## config.mk

```make
export PLATFORM = sky130hd
export DESIGN_NAME = bist_engine
export DESIGN_NICKNAME = d
export VERILOG_FILES = /design/src/rtl/bist_pkg.sv /design/src/rtl/bist_pattern_gen.sv /design/src/rtl/bist_cut.sv /design/src/rtl/bist_sig_reg.sv /design/src/rtl/bist_ctrl.sv /design/src/rtl/bist_engine.sv
export SDC_FILE = /design/constraint.sdc
export NUM_CORES = 1
export LEC_CHECK = 0
export BUFFER_PORTS_ARGS = -buffer_cell sky130_fd_sc_hd__clkbuf_2
export CAP_MARGIN = 20
export CORE_MARGIN = 2
export CORE_UTILIZATION = 54
export CTS_BUF_LIST = sky130_fd_sc_hd__clkbuf_4 sky130_fd_sc_hd__clkbuf_8
export CTS_CLUSTER_DIAMETER = 150
export DETAILED_ROUTE_END_ITERATION = 7
export PLACE_DENSITY = 0.75
export SLEW_MARGIN = 30
export SYNTH_ARGS = -nofsm -noshare
export SYNTH_HDL_FRONTEND = slang
export SYNTH_SLANG_ARGS = --single-unit
```

## constraint.sdc

```tcl
create_clock -name clk -period 1.5 [get_ports clk]
set_input_delay 0.15 -clock clk [delete_from_list [all_inputs] [get_ports clk]]
set_output_delay 0.15 -clock clk [all_outputs]
set_load 0.01 [all_outputs]
```

## src/rtl/bist_pkg.sv

```systemverilog
package bist_pkg;

  localparam int unsigned GEN_W   = 8;
  localparam int unsigned RESP_W  = 4;
  localparam int unsigned SIG_W   = 16;
  localparam logic [GEN_W-1:0] GEN_TAPS = 8'hB8;
  localparam logic [GEN_W-1:0] GEN_SEED = 8'h01;
  localparam logic [SIG_W-1:0] SIG_TAPS = 16'hB400;

  typedef enum logic {ST_IDLE, ST_RUN} run_state_e;

  // Parity of the fault-free circuit response for one pattern (default widths).
  function automatic logic resp_parity(input logic [GEN_W-1:0] x);
    logic acc;
    acc = 1'b0;
    for (int j = 0; j < int'(RESP_W); j++) begin
      acc = acc ^ ((x[j] & x[(j + int'(RESP_W)) % int'(GEN_W)]) ^
                   (x[(j + 1) % int'(GEN_W)] | x[(j + 3) % int'(GEN_W)]));
    end
    return acc;
  endfunction

  // Golden signature for the default configuration.
  function automatic logic [SIG_W-1:0] golden_sig();
    logic [GEN_W-1:0] g;
    logic [SIG_W-1:0] s;
    g = GEN_SEED;
    s = '0;
    for (int i = 0; i < (1 << GEN_W) - 1; i++) begin
      s = {s[SIG_W-2:0], resp_parity(g) ^ (^(s & SIG_TAPS))};
      g = {g[GEN_W-2:0], ^(g & GEN_TAPS)};
    end
    return s;
  endfunction

endpackage

```

## src/rtl/bist_pattern_gen.sv

```systemverilog
module bist_pattern_gen #(
  parameter int unsigned      W    = 8,
  parameter logic [W-1:0]     TAPS = 8'hB8,
  parameter logic [W-1:0]     SEED = 8'h01
) (
  input  logic         clk,
  input  logic         rst_n,
  input  logic         load_i,
  input  logic         step_i,
  output logic [W-1:0] vec_o
);

  logic [W-1:0] vec_q, vec_d;
  logic         fb;

  always_comb begin
    fb    = ^(vec_q & TAPS);
    vec_d = vec_q;
    if (load_i)      vec_d = SEED;
    else if (step_i) vec_d = {vec_q[W-2:0], fb};
  end

  always_ff @(posedge clk or negedge rst_n) begin
    if (!rst_n) vec_q <= SEED;
    else        vec_q <= vec_d;
  end

  assign vec_o = vec_q;

  // the generator never enters the all-zero lock-up state
  p_gen_nonzero_r7: assert property (@(posedge clk) disable iff (!rst_n)
    vec_q != '0);

  // a step always moves the register (no fixed point on nonzero states)
  p_gen_moves_r7: assert property (@(posedge clk) disable iff (!rst_n)
    (step_i && !load_i && vec_q != {W{1'b1}}) |=> !$stable(vec_q));

endmodule

```

## src/rtl/bist_cut.sv

```systemverilog
module bist_cut #(
  parameter int unsigned W  = 8,
  parameter int unsigned M  = 4,
  parameter int unsigned KW = 4
) (
  input  logic [W-1:0]  vec_i,
  input  logic          flt_en_i,
  input  logic [KW-1:0] flt_sel_i,
  input  logic          flt_val_i,
  output logic [M-1:0]  resp_o
);

  logic [W-1:0] x;
  logic [M-1:0] prod_raw, prod;

  for (genvar gi = 0; gi < int'(W); gi++) begin : g_in
    assign x[gi] = (flt_en_i && flt_sel_i == KW'(gi)) ? flt_val_i : vec_i[gi];
  end

  for (genvar gj = 0; gj < int'(M); gj++) begin : g_out
    assign prod_raw[gj] = x[gj] & x[(gj + int'(M)) % int'(W)];
    assign prod[gj]     = (flt_en_i && flt_sel_i == KW'(int'(W) + gj)) ? flt_val_i
                                                                        : prod_raw[gj];
    assign resp_o[gj]   = prod[gj] ^ (x[(gj + 1) % int'(W)] | x[(gj + 3) % int'(W)]);
  end

endmodule

```

## src/rtl/bist_sig_reg.sv

```systemverilog
module bist_sig_reg #(
  parameter int unsigned  S    = 16,
  parameter logic [S-1:0] TAPS = 16'hB400
) (
  input  logic         clk,
  input  logic         rst_n,
  input  logic         load_i,
  input  logic         step_i,
  input  logic         bit_i,
  output logic [S-1:0] sig_d_o,
  output logic [S-1:0] sig_o
);

  logic [S-1:0] sig_q, sig_d;

  always_comb begin
    sig_d = sig_q;
    if (load_i)      sig_d = '0;
    else if (step_i) sig_d = {sig_q[S-2:0], bit_i ^ (^(sig_q & TAPS))};
  end

  always_ff @(posedge clk or negedge rst_n) begin
    if (!rst_n) sig_q <= '0;
    else        sig_q <= sig_d;
  end

  assign sig_o   = sig_q;
  assign sig_d_o = sig_d;

  // an idle register (no load, no step) holds its signature
  p_sig_hold_r8: assert property (@(posedge clk) disable iff (!rst_n)
    (!load_i && !step_i) |=> $stable(sig_q));

  // a load clears the signature on the next edge
  p_sig_clear_r5: assert property (@(posedge clk) disable iff (!rst_n)
    load_i |=> (sig_q == '0));

endmodule

```

## src/rtl/bist_ctrl.sv

```systemverilog
module bist_ctrl
  import bist_pkg::*;
#(
  parameter int unsigned PAT = 255,
  parameter int unsigned CW  = 8
) (
  input  logic clk,
  input  logic rst_n,
  input  logic start_i,
  input  logic match_i,
  output logic load_o,
  output logic step_o,
  output logic busy_o,
  output logic done_o,
  output logic pass_o,
  output logic fail_o
);

  run_state_e     st_q, st_d;
  logic [CW-1:0]  cnt_q, cnt_d;
  logic           done_q, done_d, pass_q, pass_d, fail_q, fail_d;
  logic           load, step, last;

  always_comb begin
    load   = (st_q == ST_IDLE) && start_i;
    step   = (st_q == ST_RUN);
    last   = step && (cnt_q == CW'(PAT - 1));
    st_d   = st_q;
    cnt_d  = cnt_q;
    pass_d = pass_q;
    fail_d = fail_q;
    done_d = last;
    if (load) begin
      st_d   = ST_RUN;
      cnt_d  = '0;
      pass_d = 1'b0;
      fail_d = 1'b0;
    end else if (last) begin
      st_d   = ST_IDLE;
      cnt_d  = '0;
      pass_d = match_i;
      fail_d = !match_i;
    end else if (step) begin
      cnt_d  = cnt_q + 1'b1;
    end
  end

  always_ff @(posedge clk or negedge rst_n) begin
    if (!rst_n) begin
      st_q   <= ST_IDLE;
      cnt_q  <= '0;
      done_q <= 1'b0;
      pass_q <= 1'b0;
      fail_q <= 1'b0;
    end else begin
      st_q   <= st_d;
      cnt_q  <= cnt_d;
      done_q <= done_d;
      pass_q <= pass_d;
      fail_q <= fail_d;
    end
  end

  assign load_o = load;
  assign step_o = step;
  assign busy_o = (st_q == ST_RUN);
  assign done_o = done_q;
  assign pass_o = pass_q;
  assign fail_o = fail_q;

  // the pattern count stays inside the run length while busy
  p_run_len_r2: assert property (@(posedge clk) disable iff (!rst_n)
    (st_q == ST_RUN) |-> (cnt_q < CW'(PAT)));

  // done lasts one cycle
  p_done_pulse_r3: assert property (@(posedge clk) disable iff (!rst_n)
    done_q |=> !done_q);

  // done only appears as busy falls
  p_done_on_fall_r3: assert property (@(posedge clk) disable iff (!rst_n)
    done_q |-> $fell(st_q == ST_RUN));

  // verdict outputs are exclusive, and one is set at done
  p_verdict_excl_r10: assert property (@(posedge clk) disable iff (!rst_n)
    !(pass_q && fail_q));
  p_verdict_set_r10: assert property (@(posedge clk) disable iff (!rst_n)
    done_q |-> (pass_q || fail_q));

  // verdict holds while idle and no start arrives
  p_verdict_hold_r5: assert property (@(posedge clk) disable iff (!rst_n)
    (st_q == ST_IDLE && !start_i) |=> ($stable(pass_q) && $stable(fail_q)));

  // a start while running does not restart the count
  p_no_restart_r6: assert property (@(posedge clk) disable iff (!rst_n)
    (st_q == ST_RUN && start_i && cnt_q != CW'(PAT - 1)) |=> (cnt_q == $past(cnt_q) + 1'b1));

endmodule

```

## src/rtl/bist_engine.sv

```systemverilog
module bist_engine
  import bist_pkg::*;
#(
  parameter int unsigned         W        = GEN_W,
  parameter int unsigned         M        = RESP_W,
  parameter int unsigned         S        = SIG_W,
  parameter logic [W-1:0]        G_TAPS   = GEN_TAPS,
  parameter logic [W-1:0]        G_SEED   = GEN_SEED,
  parameter logic [S-1:0]        S_TAPS   = SIG_TAPS,
  parameter logic [S-1:0]        EXP_SIG  = golden_sig(),
  localparam int unsigned        NETS     = W + M,
  localparam int unsigned        KW       = $clog2(NETS),
  localparam int unsigned        PAT      = (1 << W) - 1,
  localparam int unsigned        CW       = $clog2(PAT + 1)
) (
  input  logic          clk,
  input  logic          rst_n,
  input  logic          start,
  input  logic          flt_en,
  input  logic [KW-1:0] flt_sel,
  input  logic          flt_val,
  output logic          busy,
  output logic          done,
  output logic          pass,
  output logic          fail,
  output logic [S-1:0]  signature
);

  logic [1:0]   rst_sync_q;
  logic         rst_int_n;
  logic         load, step, resp_bit, match;
  logic [W-1:0] vec;
  logic [M-1:0] resp;
  logic [S-1:0] sig_d;

  always_ff @(posedge clk or negedge rst_n) begin
    if (!rst_n) rst_sync_q <= 2'b00;
    else        rst_sync_q <= {rst_sync_q[0], 1'b1};
  end
  assign rst_int_n = rst_sync_q[1];

  bist_ctrl #(.PAT(PAT), .CW(CW)) i_ctrl (
    .clk    (clk),
    .rst_n  (rst_int_n),
    .start_i(start),
    .match_i(match),
    .load_o (load),
    .step_o (step),
    .busy_o (busy),
    .done_o (done),
    .pass_o (pass),
    .fail_o (fail)
  );

  bist_pattern_gen #(.W(W), .TAPS(G_TAPS), .SEED(G_SEED)) i_gen (
    .clk   (clk),
    .rst_n (rst_int_n),
    .load_i(load),
    .step_i(step),
    .vec_o (vec)
  );

  bist_cut #(.W(W), .M(M), .KW(KW)) i_cut (
    .vec_i    (vec),
    .flt_en_i (flt_en),
    .flt_sel_i(flt_sel),
    .flt_val_i(flt_val),
    .resp_o   (resp)
  );

  assign resp_bit = ^resp;

  bist_sig_reg #(.S(S), .TAPS(S_TAPS)) i_sig (
    .clk    (clk),
    .rst_n  (rst_int_n),
    .load_i (load),
    .step_i (step),
    .bit_i  (resp_bit),
    .sig_d_o(sig_d),
    .sig_o  (signature)
  );

  assign match = (sig_d == EXP_SIG);

  // after a full run the generator has wrapped back to its seed
  p_gen_wrap_r7: assert property (@(posedge clk) disable iff (!rst_int_n)
    done |-> (vec == G_SEED));

  // verdict agrees with the final signature
  p_verdict_sig_r9: assert property (@(posedge clk) disable iff (!rst_int_n)
    done |-> (pass == (signature == EXP_SIG)));

endmodule

```

* Word level (Yosys, flattened, before mapping)
Cells that the tools add are included.
Word-level totals: bits of input ports 9, bits in registers 38, word-level logic and storage cells 83
Operators by class: eq/ne operators 13, bitwise operators 14, mux-type cells 25, reductions and logical operators 22, add/subtract/negate cells 1
Operator list (count):
- two-way mux 8 bit | 5
- two-way mux 16 bit | 2
- two-way mux 1 bit | 18
- == test 16 bit (second input constant) | 1
- == test 4 x 3 -> 1 bit (second input constant) | 4
- == test 4 bit (second input constant) | 4
- XOR reduction 16 bit | 1
- logical AND 1 bit | 14
- adder 8 x 1 -> 8 bit (second input constant) | 1
- == test 4 x 2 -> 1 bit (second input constant) | 2
- == test 8 bit (second input constant) | 1
- XOR reduction 8 bit | 1
- bitwise XOR 1 bit | 5
- bitwise AND 1 bit | 4
- == test 4 x 1 -> 1 bit (second input constant) | 1
- logical NOT 4 bit | 1
- OR 1 bit | 4
- nonzero test 2 bit | 2
- XOR reduction 4 bit | 1
- nonzero test 3 bit | 1
- logical NOT 1 bit | 1
- NOT 1 bit | 1

* Depth between registers and ports, before layout
Gate-level depths: netlist of the first run.
word-level depth 14, mapped depth 8, gate-level depth less buffers 8

* Cells and area by module
Synthesis of the first run repeated with hierarchy kept, for this count alone.
Second synthesis, totals: cells, all modules 215, area total of the unflattened synthesis 2130.8 µm²
Modules (own cells, without submodules):
- bist_sig_reg | instances 1, sequential area each 400.4 µm², cells an instance 57, area an instance 689.4 µm²
- bist_ctrl | instances 1, sequential area each 300.3 µm², cells an instance 65, area an instance 631.9 µm²
- bist_pattern_gen | instances 1, sequential area each 201.4 µm², cells an instance 30, area an instance 347.8 µm²
- bist_cut | instances 1, sequential area each 0.0 µm², cells an instance 52, area an instance 332.8 µm²
- bist_engine | instances 1, sequential area each 50.0 µm², cells an instance 11, area an instance 128.9 µm²

* Worst setup path before layout of the first run
Ideal clock, no wire load.
path type input port to flip-flop, start point in flt_en, end point reg i_ctrl.pass_q (netlist: i_ctrl.pass_o), slack -0.611 ns, arrival 1.987 ns, stages on the path 8, path buffers 1, data required time 1.376 ns, cells stage by stage clkbuf_1 > nand2_1 > o41ai_1 > nand3_1 > xnor2_1 > xnor2_2 > xnor3_1 > o31a_1
Between the ends: word-level cells in the longest chain between the ends 12, elaborated cells on any way between the ends 43, those cells by class 1 x eq/ne; 16 x mux; 13 x bitwise; 13 x reduce/logical
Ends and longest elaborated chain:
- from (decl) | line bist_engine.sv:19 | input logic flt_en,
- logical AND 1 bit | line bist_cut.sv:17 | assign x[gi] = (flt_en_i && flt_sel_i == KW'(gi)) ? flt_val_i : vec_i[gi];
- two-way mux 1 bit | line bist_cut.sv:17
- bitwise AND 1 bit | line bist_cut.sv:21 | assign prod_raw[gj] = x[gj] & x[(gj + int'(M)) % int'(W)];
- two-way mux 1 bit | line bist_cut.sv:22 | assign prod[gj] = (flt_en_i && flt_sel_i == KW'(int'(W) + gj)) ? flt_val_i
- bitwise XOR 1 bit | line bist_cut.sv:24 | assign resp_o[gj] = prod[gj] ^ (x[(gj + 1) % int'(W)] | x[(gj + 3) % int'(W)]);
- XOR reduction 4 bit (*) | line bist_engine.sv:71 | assign resp_bit = ^resp;
- bitwise XOR 1 bit (*) | line bist_sig_reg.sv:19 | else if (step_i) sig_d = {sig_q[S-2:0], bit_i ^ (^(sig_q & TAPS))};
- two-way mux 16 bit (*) | line bist_sig_reg.sv:19
- two-way mux 16 bit (*) | line bist_sig_reg.sv:18 | if (load_i) sig_d = '0;
- == test 16 bit (*) | line bist_engine.sv:83 | assign match = (sig_d == EXP_SIG);
- two-way mux 1 bit (*) | line bist_ctrl.sv:38 | end else if (last) begin
- two-way mux 1 bit (*) | line bist_ctrl.sv:33 | if (load) begin
- to (signal assigned) | line bist_ctrl.sv:59 | pass_q <= pass_d;
- to (decl) | line bist_ctrl.sv:21 | logic done_q, done_d, pass_q, pass_d, fail_q, fail_d;
Mark *: on every way between the ends. The rest lies on a longest branch, timed or not. The select of a mux whose other input is x is not followed. A chain may end at the register's enable or synchronous reset.

* Worst setup path after layout of the first run
start point reg i_gen.vec_q[7] (netlist: i_gen.vec_o[7]), end point reg i_sig.sig_q[0] (netlist: i_sig.sig_o[0])
Between the ends: word-level cells in the longest chain between the ends 8
Ends and longest elaborated chain:
- from (decl) | line bist_pattern_gen.sv:13 | logic [W-1:0] vec_q, vec_d;
- from (signal assigned) | line bist_pattern_gen.sv:25 | else vec_q <= vec_d;
- two-way mux 1 bit | line bist_cut.sv:17
- bitwise AND 1 bit | line bist_cut.sv:21
- two-way mux 1 bit | line bist_cut.sv:22
- bitwise XOR 1 bit | line bist_cut.sv:24
- XOR reduction 4 bit | line bist_engine.sv:71
- bitwise XOR 1 bit | line bist_sig_reg.sv:19
- two-way mux 16 bit | line bist_sig_reg.sv:19
- two-way mux 16 bit | line bist_sig_reg.sv:18
- net i_sig.sig_d_o[0] | line bist_sig_reg.sv:10 | output logic [S-1:0] sig_d_o,
- to (signal assigned) | line bist_sig_reg.sv:24 | else sig_q <= sig_d;
- to (decl) | line bist_sig_reg.sv:14 | logic [S-1:0] sig_q, sig_d;
The timed path passes the listed nets, and every way through them passes these cells.

==> impl_metrics.csv, run 1 <==
group,metric,value,unit
status,run_status,"finished with violations",
status,violations,"negative setup slack",
setup_path,reg2reg_depth,8,
clock_network,htree_levels,2,
grt,grt_pass1_vias,2182,
synth,syn_area,0.00216,mm²
setup_path,arrival,2200,ps
drt,viasPerCell,6.30,
floorplanning,initial_core_util,57.7,%
final_layout,diodes,0,
timing,setup_tns,-1340,ps
timing,setup_viol,3,
floorplanning,die_height,67.2,µm
setup_path,critPathTopFamily,"compound AO/OA/AOI/OAI gates",
timing,timing.final.ws_setup,-475,ps
setup_path,critPathLaunchType,"flip-flop",
clock_network,cts_tree,"built",
setup_path,r2r-start,"i_gen.vec_o[7]$_DFFE_PN0P_",
floorplanning,core-area,0.00374,mm²
setup_path,r2r_slack,-480,ps
grt,grt.total_usage,30.8,%
drt,drt_iter0_markers,326,
drt,totalWireLength,7.17,mm
synth,synth_top_area_cell,"dfrtp_1",
drt,vias,2437,
setup_path,critical_path_buf_inv_count,2,
final_layout,fin_util,83.5,%
drt,drt_pass1_iterations,6,
synth,synth_warnings,0,
setup_path,cp_max_fo,3,
timing,maxSlewViolCount,0,
setup_path,slowest_delay,430,ps
setup_path,timing.rr.end,"i_sig.sig_o[0]$_DFF_PN0_",
synth,synth-edff-count,0,
placed_design,dp.cells,370,
synth,synthDistinctLibCells,50,
floorplanning,rows,22,
synth,syn_avg_cell_area,8.67,µm²
setup_path,cp_slowest_cell,"dfrtp_1",
drt,wire_per_inst,18.5,µm
clock_network,numCtsBuffers,5,
timing,skew,17.7,ps
final_layout,stdcell_count,387,
final_layout,n_fill_cell,218,
synth,syn-num-nets,260,
timing,hold_violations,0,
grt,grt_pass1_wl,10.4,mm
setup_path,required,1720,ps
clock_network,clk_latency,300,ps
min_path,hold_path.class,"primary input to asynchronous set/reset pin",
placed_design,io_buffers,28,
synth,synthCells,249,
power_and_ir_drop,power_density,2140,mW/mm²
synth,ys_async_sr_fraction,100,%
final_layout,syn_to_final_growth,44.7,%
power_and_ir_drop,power.leakage,1.41,nW
synth,yosys-top-cells-area,"dfrtp_1 (43%), nand2_1 (8.7%), o21ai_0 (7.6%)",
clock_network,clockBufferDepth,2,
timing,rsz0062_at_grt,"yes",
placed_design,place_congestion,0.891,
final_layout,multiInputGateArea,0.00129,mm²
floorplanning,fp.dieW,67.2,µm
placed_design,dpl.hpwl,4.23,mm
final_layout,drive_gt1_share,40.7,%
final_layout,regArea,955,µm²
clock_network,numClockSinks,38,
placed_design,placed_area,0.00279,mm²
drt,ant_nets,0,
floorplanning,die_area,0.00452,mm²
drt,remaining_drc_errors,0,
setup_path,critPathKind,"flip-flop to flip-flop",
grt,antenna_found_initial,0,
synth,yosys_register_bits,38,
run,max_cap_viol_count,0,
synth,ys_seq_area_share,44.1,%
setup_path,end_kind,"flip-flop",
timing,period_share,132,%
power_and_ir_drop,peakVddDrop,1.43,mV
power_and_ir_drop,power,6.68,mW
timing,clock.fmax,506,MHz
floorplanning,ioPinCount,29,
setup_path,crit_chain,"inv_1 -> a31oi_1 -> o21ai_2 -> o211ai_1 -> o311a_1 -> xnor3_1 -> buf_4 -> o22ai_2",
synth,synth_flop_cell,"dfrtp_1",
timing,fin_crit,1980,ps
final_layout,final_nets,349,
grt,grt_max_degree,37,
synth,synth_top_area_share,42.9,%
clock_network,clkTransAtPathRegs,90,ps
grt,grt-ovfl-total,0,
final_layout,final_area,0.00312,mm²
clock_network,cts_root_buf,"clkbuf_8",
-- layer usage --
metal  GRT usage [%]  vias up  wire (µm)
met5               0        -          0
met4            9.69        0        180
met3            4.67       27        576
met2            49.1      166       3470
met1            43.4     1171       2940
li1                -     1073          -
-- stage by stage --
stage | setup WS (ps) | hold slack [ps]
after global placement | -644 | -64.8
final | -475 | 163
after detailed placement | -709 | -62.7
after CTS | -359 | 167
after floorplan | -528 | -146
after global routing | -528 | 195
-- sequential cells by signal, summed over array words and instances (netlist names) --
| name | flops |
|---|---|
| i_sig.sig_o | 16 |
| i_ctrl.cnt_q | 8 |
| i_gen.vec_o | 8 |
| rst_sync_q | 2 |
| i_ctrl.busy_o | 1 |
| i_ctrl.done_o | 1 |
| i_ctrl.fail_o | 1 |
| i_ctrl.pass_o | 1 |
-- cell families (layout without fill, tap and decap cells) --
kind of cell	after synthesis	count (layout)	share of synthesized area [%]
AOI/OAI and AO/OA	77	77	22.6
xor gates and xnor gates	11	11	5.45
adders and majority gates	2	2	1.16
buffers and inverters	21	111	3.77
DFF	38	38	44.1
muxes	1	1	0.521
other	1	1	0.174
and+or+nand+nor	98	98	22.2
-- worst reg2reg max path, cell delays in order, from the launching register on --
cell and delay [ps]:
dfrtp_1 430, inv_1 90, a31oi_1 220, o21ai_2 110, o211ai_1 110, o311a_1 200
xnor3_1 410, buf_4 170, o22ai_2 170
-- repair_timing --
action,4_1_cts,5_1_grt
buffers inserted,1,7
endpoints found under the hold margin,2,0
gates resized for setup,16,25
hold buffers,1,0
setup endpoints to repair,6,7
pin swaps,8,7
-- how the worst max path moves through the flow --
stage / start / to / slack, ps / cells after the start
after floorplan: flt_sel[2] / i_ctrl.pass_o$_DFFE_PN0P_ / -530 / 8
after global placement: flt_sel[2] / i_ctrl.pass_o$_DFFE_PN0P_ / -640 / 8
after detailed placement: flt_sel[2] / i_ctrl.pass_o$_DFFE_PN0P_ / -710 / 8
after CTS: flt_sel[3] / i_ctrl.pass_o$_DFFE_PN0P_ / -360 / 8
after global routing: i_gen.vec_o[7]$_DFFE_PN0P_ / i_sig.sig_o[0]$_DFF_PN0_ / -530 / 8
final: i_gen.vec_o[7]$_DFFE_PN0P_ / i_sig.sig_o[0]$_DFF_PN0_ / -480 / 8
-- layout make-up --
type / instances / area share, %
multi-input cells: 190 / 41.4
flip-flops and latches: 38 / 30.6
repair buffers: 98 / 22.6
clock buffers: 7 / 2.68
well taps: 48 / 1.92
inverters: 5 / 0.601
clock inverters: 1 / 0.240
-- placed cells by master (no fill, tap or decap), types with 4 or more instances in the layout --
master,Yosys,routed
xnor2_1,8,4
nand4_1,4,4
nor2_1,11,9
nor2b_1,6,6
o21ai_0,33,27
nand2_1,50,50
buf_4,0,66
nand3_1,6,4
xnor2_2,1,5
clkbuf_2,0,25
o21ai_1,3,7
a21oi_1,8,7
nand4b_1,6,6
clkbuf_8,0,8
dfrtp_1,37,35
-- power by group --
part           internal, mW  switching [mW]  total [mW]
Clock                 0.366           0.386       0.752
Combinational          2.09            1.88        3.97
Sequential             1.50           0.459        1.96
-- synth_stat cells (all sizes together), types with 2 or more instances --
cell type and instances:
a211oi 4, a21o 2, a21oi 8, a22o 2, a311oi 2, a31oi 3, and3 3, buf 4
clkbuf 12, dfrtp 37, ha 2, inv 5, nand2 50, nand2b 2, nand3 6, nand3b 3
nand4 4, nand4b 6, nor2 11, nor2b 6, o211ai 2, o21ai 36, o22ai 2, o31a 3
o31ai 2, o41ai 3, or3b 2, xnor2 9
Note: power is estimated with default switching activity, not from simulation.
==> run 2, diff against run 1 <==
==> constraint.sdc (replaced) <==
create_clock -name clk -period 1.96 [get_ports clk]
set_input_delay 0.196 -clock clk [delete_from_list [all_inputs] [get_ports clk]]
set_output_delay 0.196 -clock clk [all_outputs]
set_load 0.01 [all_outputs]
==> run 2 against run 1 <==
Net effect:
- the flow now finishes without violations
- utilization decreased by 12 points
- cell count is 10% lower
- count of clock-buffer cells in the layout is 1 lower
- via count is 17% lower
- sequential share of layout area increased by 5.3 points
- die area is the same
- first-iteration DRC count decreased by 67%
- cell area down 15%
- hold slack worse by 69 ps
- flip-flop and latch count unchanged
- power is 41% lower
- clock skew decreased by 9.0 ps
- largest power group unchanged
- highest routed layer unchanged
==> impl_metrics.csv, run 2 (synthesis results as in run 1) <==
group,metric,value,unit
grt,antenna_found_initial,0,
placed_design,dpl.hpwl,3.73,mm
final_layout,fin_util,71.1,%
setup_path,r2r-start,"i_gen.vec_o[1]$_DFFE_PN0P_",
clock_network,cts_tree,"built",
timing,clock.fmax,512,MHz
clock_network,htree_levels,2,
setup_path,required,2130,ps
final_layout,largest_reg_flops,16,
drt,ant_nets,0,
setup_path,cpMostUsedCell,"o31a_1",
power_and_ir_drop,peakVddDrop,1.04,mV
power_and_ir_drop,seqPwrFrac,39.6,%
power_and_ir_drop,power_density,1490,mW/mm²
clock_network,clkTransAtPathRegs,70,ps
timing,fin_crit,1950,ps
final_layout,final_common_cell,"nand2_1",
grt,grt_max_degree,32,
timing,setup_tns,0,ps
floorplanning,fp.dieW,67.2,µm
power_and_ir_drop,p_int,2.42,mW
power_and_ir_drop,power_frac_comb,47.2,%
final_layout,n_fill_cell,297,
drt,viasPerCell,5.81,
drt,drt_pass1_iterations,4,
grt,grt_pass1_vias,1869,
grt,grt-ovfl-total,0,
placed_design,io_buffers,28,
drt,totalWireLength,5.20,mm
drt,remaining_drc_errors,0,
grt,grt_pass1_wl,8.74,mm
setup_path,cp_max_fo,4,
drt,drt_iter0_markers,106,
floorplanning,initial_core_util,57.7,%
final_layout,drive_gt1_share,24.7,%
run,max_cap_viol_count,0,
timing,hold_violations,0,
setup_path,critPathLaunchType,"primary input",
floorplanning,ioPinCount,29,
clock_network,clk_latency,290,ps
drt,wire_per_inst,15.0,µm
drt,vias,2015,
floorplanning,core-area,0.00374,mm²
power_and_ir_drop,swShare,38.9,%
timing,setup_viol,0,
clock_network,cts_root_buf,"clkbuf_8",
timing,skew,8.72,ps
final_layout,diodes,0,
floorplanning,die_height,67.2,µm
setup_path,crit_chain,"clkbuf_2 -> or3b_4 -> o31a_1 -> o211a_1 -> o21ai_2 -> xnor2_2 -> xnor3_1 -> o31a_1",
setup_path,end_kind,"flip-flop",
setup_path,startpoint,"flt_sel[3]",
clock_network,clockBufferDepth,2,
status,run_status,"completed",
setup_path,cp_slowest_cell,"or3b_4",
power_and_ir_drop,p_switching,1.55,mW
final_layout,final_cell_mix,"nand2_1 (50), dfrtp_1 (36), o21ai_0 (32)",
min_path,hold_path.class,"flip-flop to asynchronous set/reset pin",
power_and_ir_drop,power.leakage,1.18,nW
grt,grt.total_usage,25.8,%
timing,period_share,99.7,%
floorplanning,die_area,0.00452,mm²
timing,rsz0062_at_grt,"yes",
setup_path,critPathKind,"primary input to flip-flop",
floorplanning,rows,22,
clock_network,cts_setup_buffers,0,
clock_network,numCtsBuffers,5,
placed_design,place_congestion,0.827,
setup_path,critPathTopFamily,"compound AO/OA/AOI/OAI gates",
final_layout,syn_to_final_growth,23.3,%
setup_path,critical_path_buf_inv_count,1,
final_layout,multiInputGateArea,0.00116,mm²
setup_path,slowest_delay,410,ps
clock_network,numClockSinks,38,
timing,maxSlewViolCount,0,
final_layout,regArea,953,µm²
setup_path,arrival,2130,ps
final_layout,final_nets,310,
power_and_ir_drop,clockPowerShare,13.2,%
-- run 2: cell types whose count changed in the layout (fill, tap and decap cells not counted), sizes merged --
cell    before  now
buf         69   32
clkbuf      35   32
-- run 2: final cells by class --
cell class	count	area share, %
flip-flops and latches	38	35.8
clock buffers	6	2.87
inverters	5	0.705
well taps	48	2.26
clock inverters	1	0.282
repair buffers	59	14.6
multi-input cells	190	43.5
-- run 2: per-layer routing --
layer  GRT usage, %  wire length (µm)  vias up
li1               -                 -      996
met1           35.7              2380      957
met2           41.3              2460       56
met3           4.33               270        6
met4           8.93                80        0
met5              0                 0        -
-- run 2: power by group through the flow --
stage                     clock, mW  combinational [mW]  sequential, mW
final                         0.525                1.87            1.57
after detailed placement          0                1.81            1.57
after global routing          0.560                2.08            1.63
after floorplan                   0                1.24            1.57
after CTS                     0.539                1.83            1.56
after global placement            0                1.78            1.56
-- run 2: final timing paths --
path | end | slack, ps | cells after the start
min in group clk | i_sig.sig_o[13]$_DFF_PN0_ | 220 | 2
max in group asynchronous | i_gen.vec_o[6]$_DFFE_PN0P_ | 1190 | 1
setup / recovery | i_ctrl.pass_o$_DFFE_PN0P_ | 6 | 8
hold / removal | i_gen.vec_o[5]$_DFFE_PN0P_ | 90 | 0
hold reg to reg | i_gen.vec_o[5]$_DFFE_PN0P_ | 90 | 0
setup reg to reg | i_ctrl.pass_o$_DFFE_PN0P_ | 40 | 7
-- run 2: worst reg2reg max path: stages (launching register included) --
cell,delay [ps]
dfrtp_1,420
buf_6,140
o31a_1,110
o211a_1,230
o21ai_2,160
xnor2_2,140
xnor3_1,360
o31a_1,250
-- run 2: timing repair --
action	4_1_cts	5_1_grt
gates resized for setup	1	9
hold buffers	1	0
endpoints found under the hold margin	2	0
setup endpoints to repair	1	2
pin swaps	0	2
-- run 2: metrics by stage --
stage	setup slack, ps	cell area [µm²]	power [mW]	hold slack [ps]	cells
after floorplan	-114	2210	2.81	-99.6	249
final	5.63	2660	3.97	94.5	347
after global placement	-246	2550	3.34	-16.6	339
after detailed placement	-285	2550	3.38	-16.5	339
after CTS	18.9	2650	3.92	102	347
after global routing	-62.4	2660	4.27	122	347
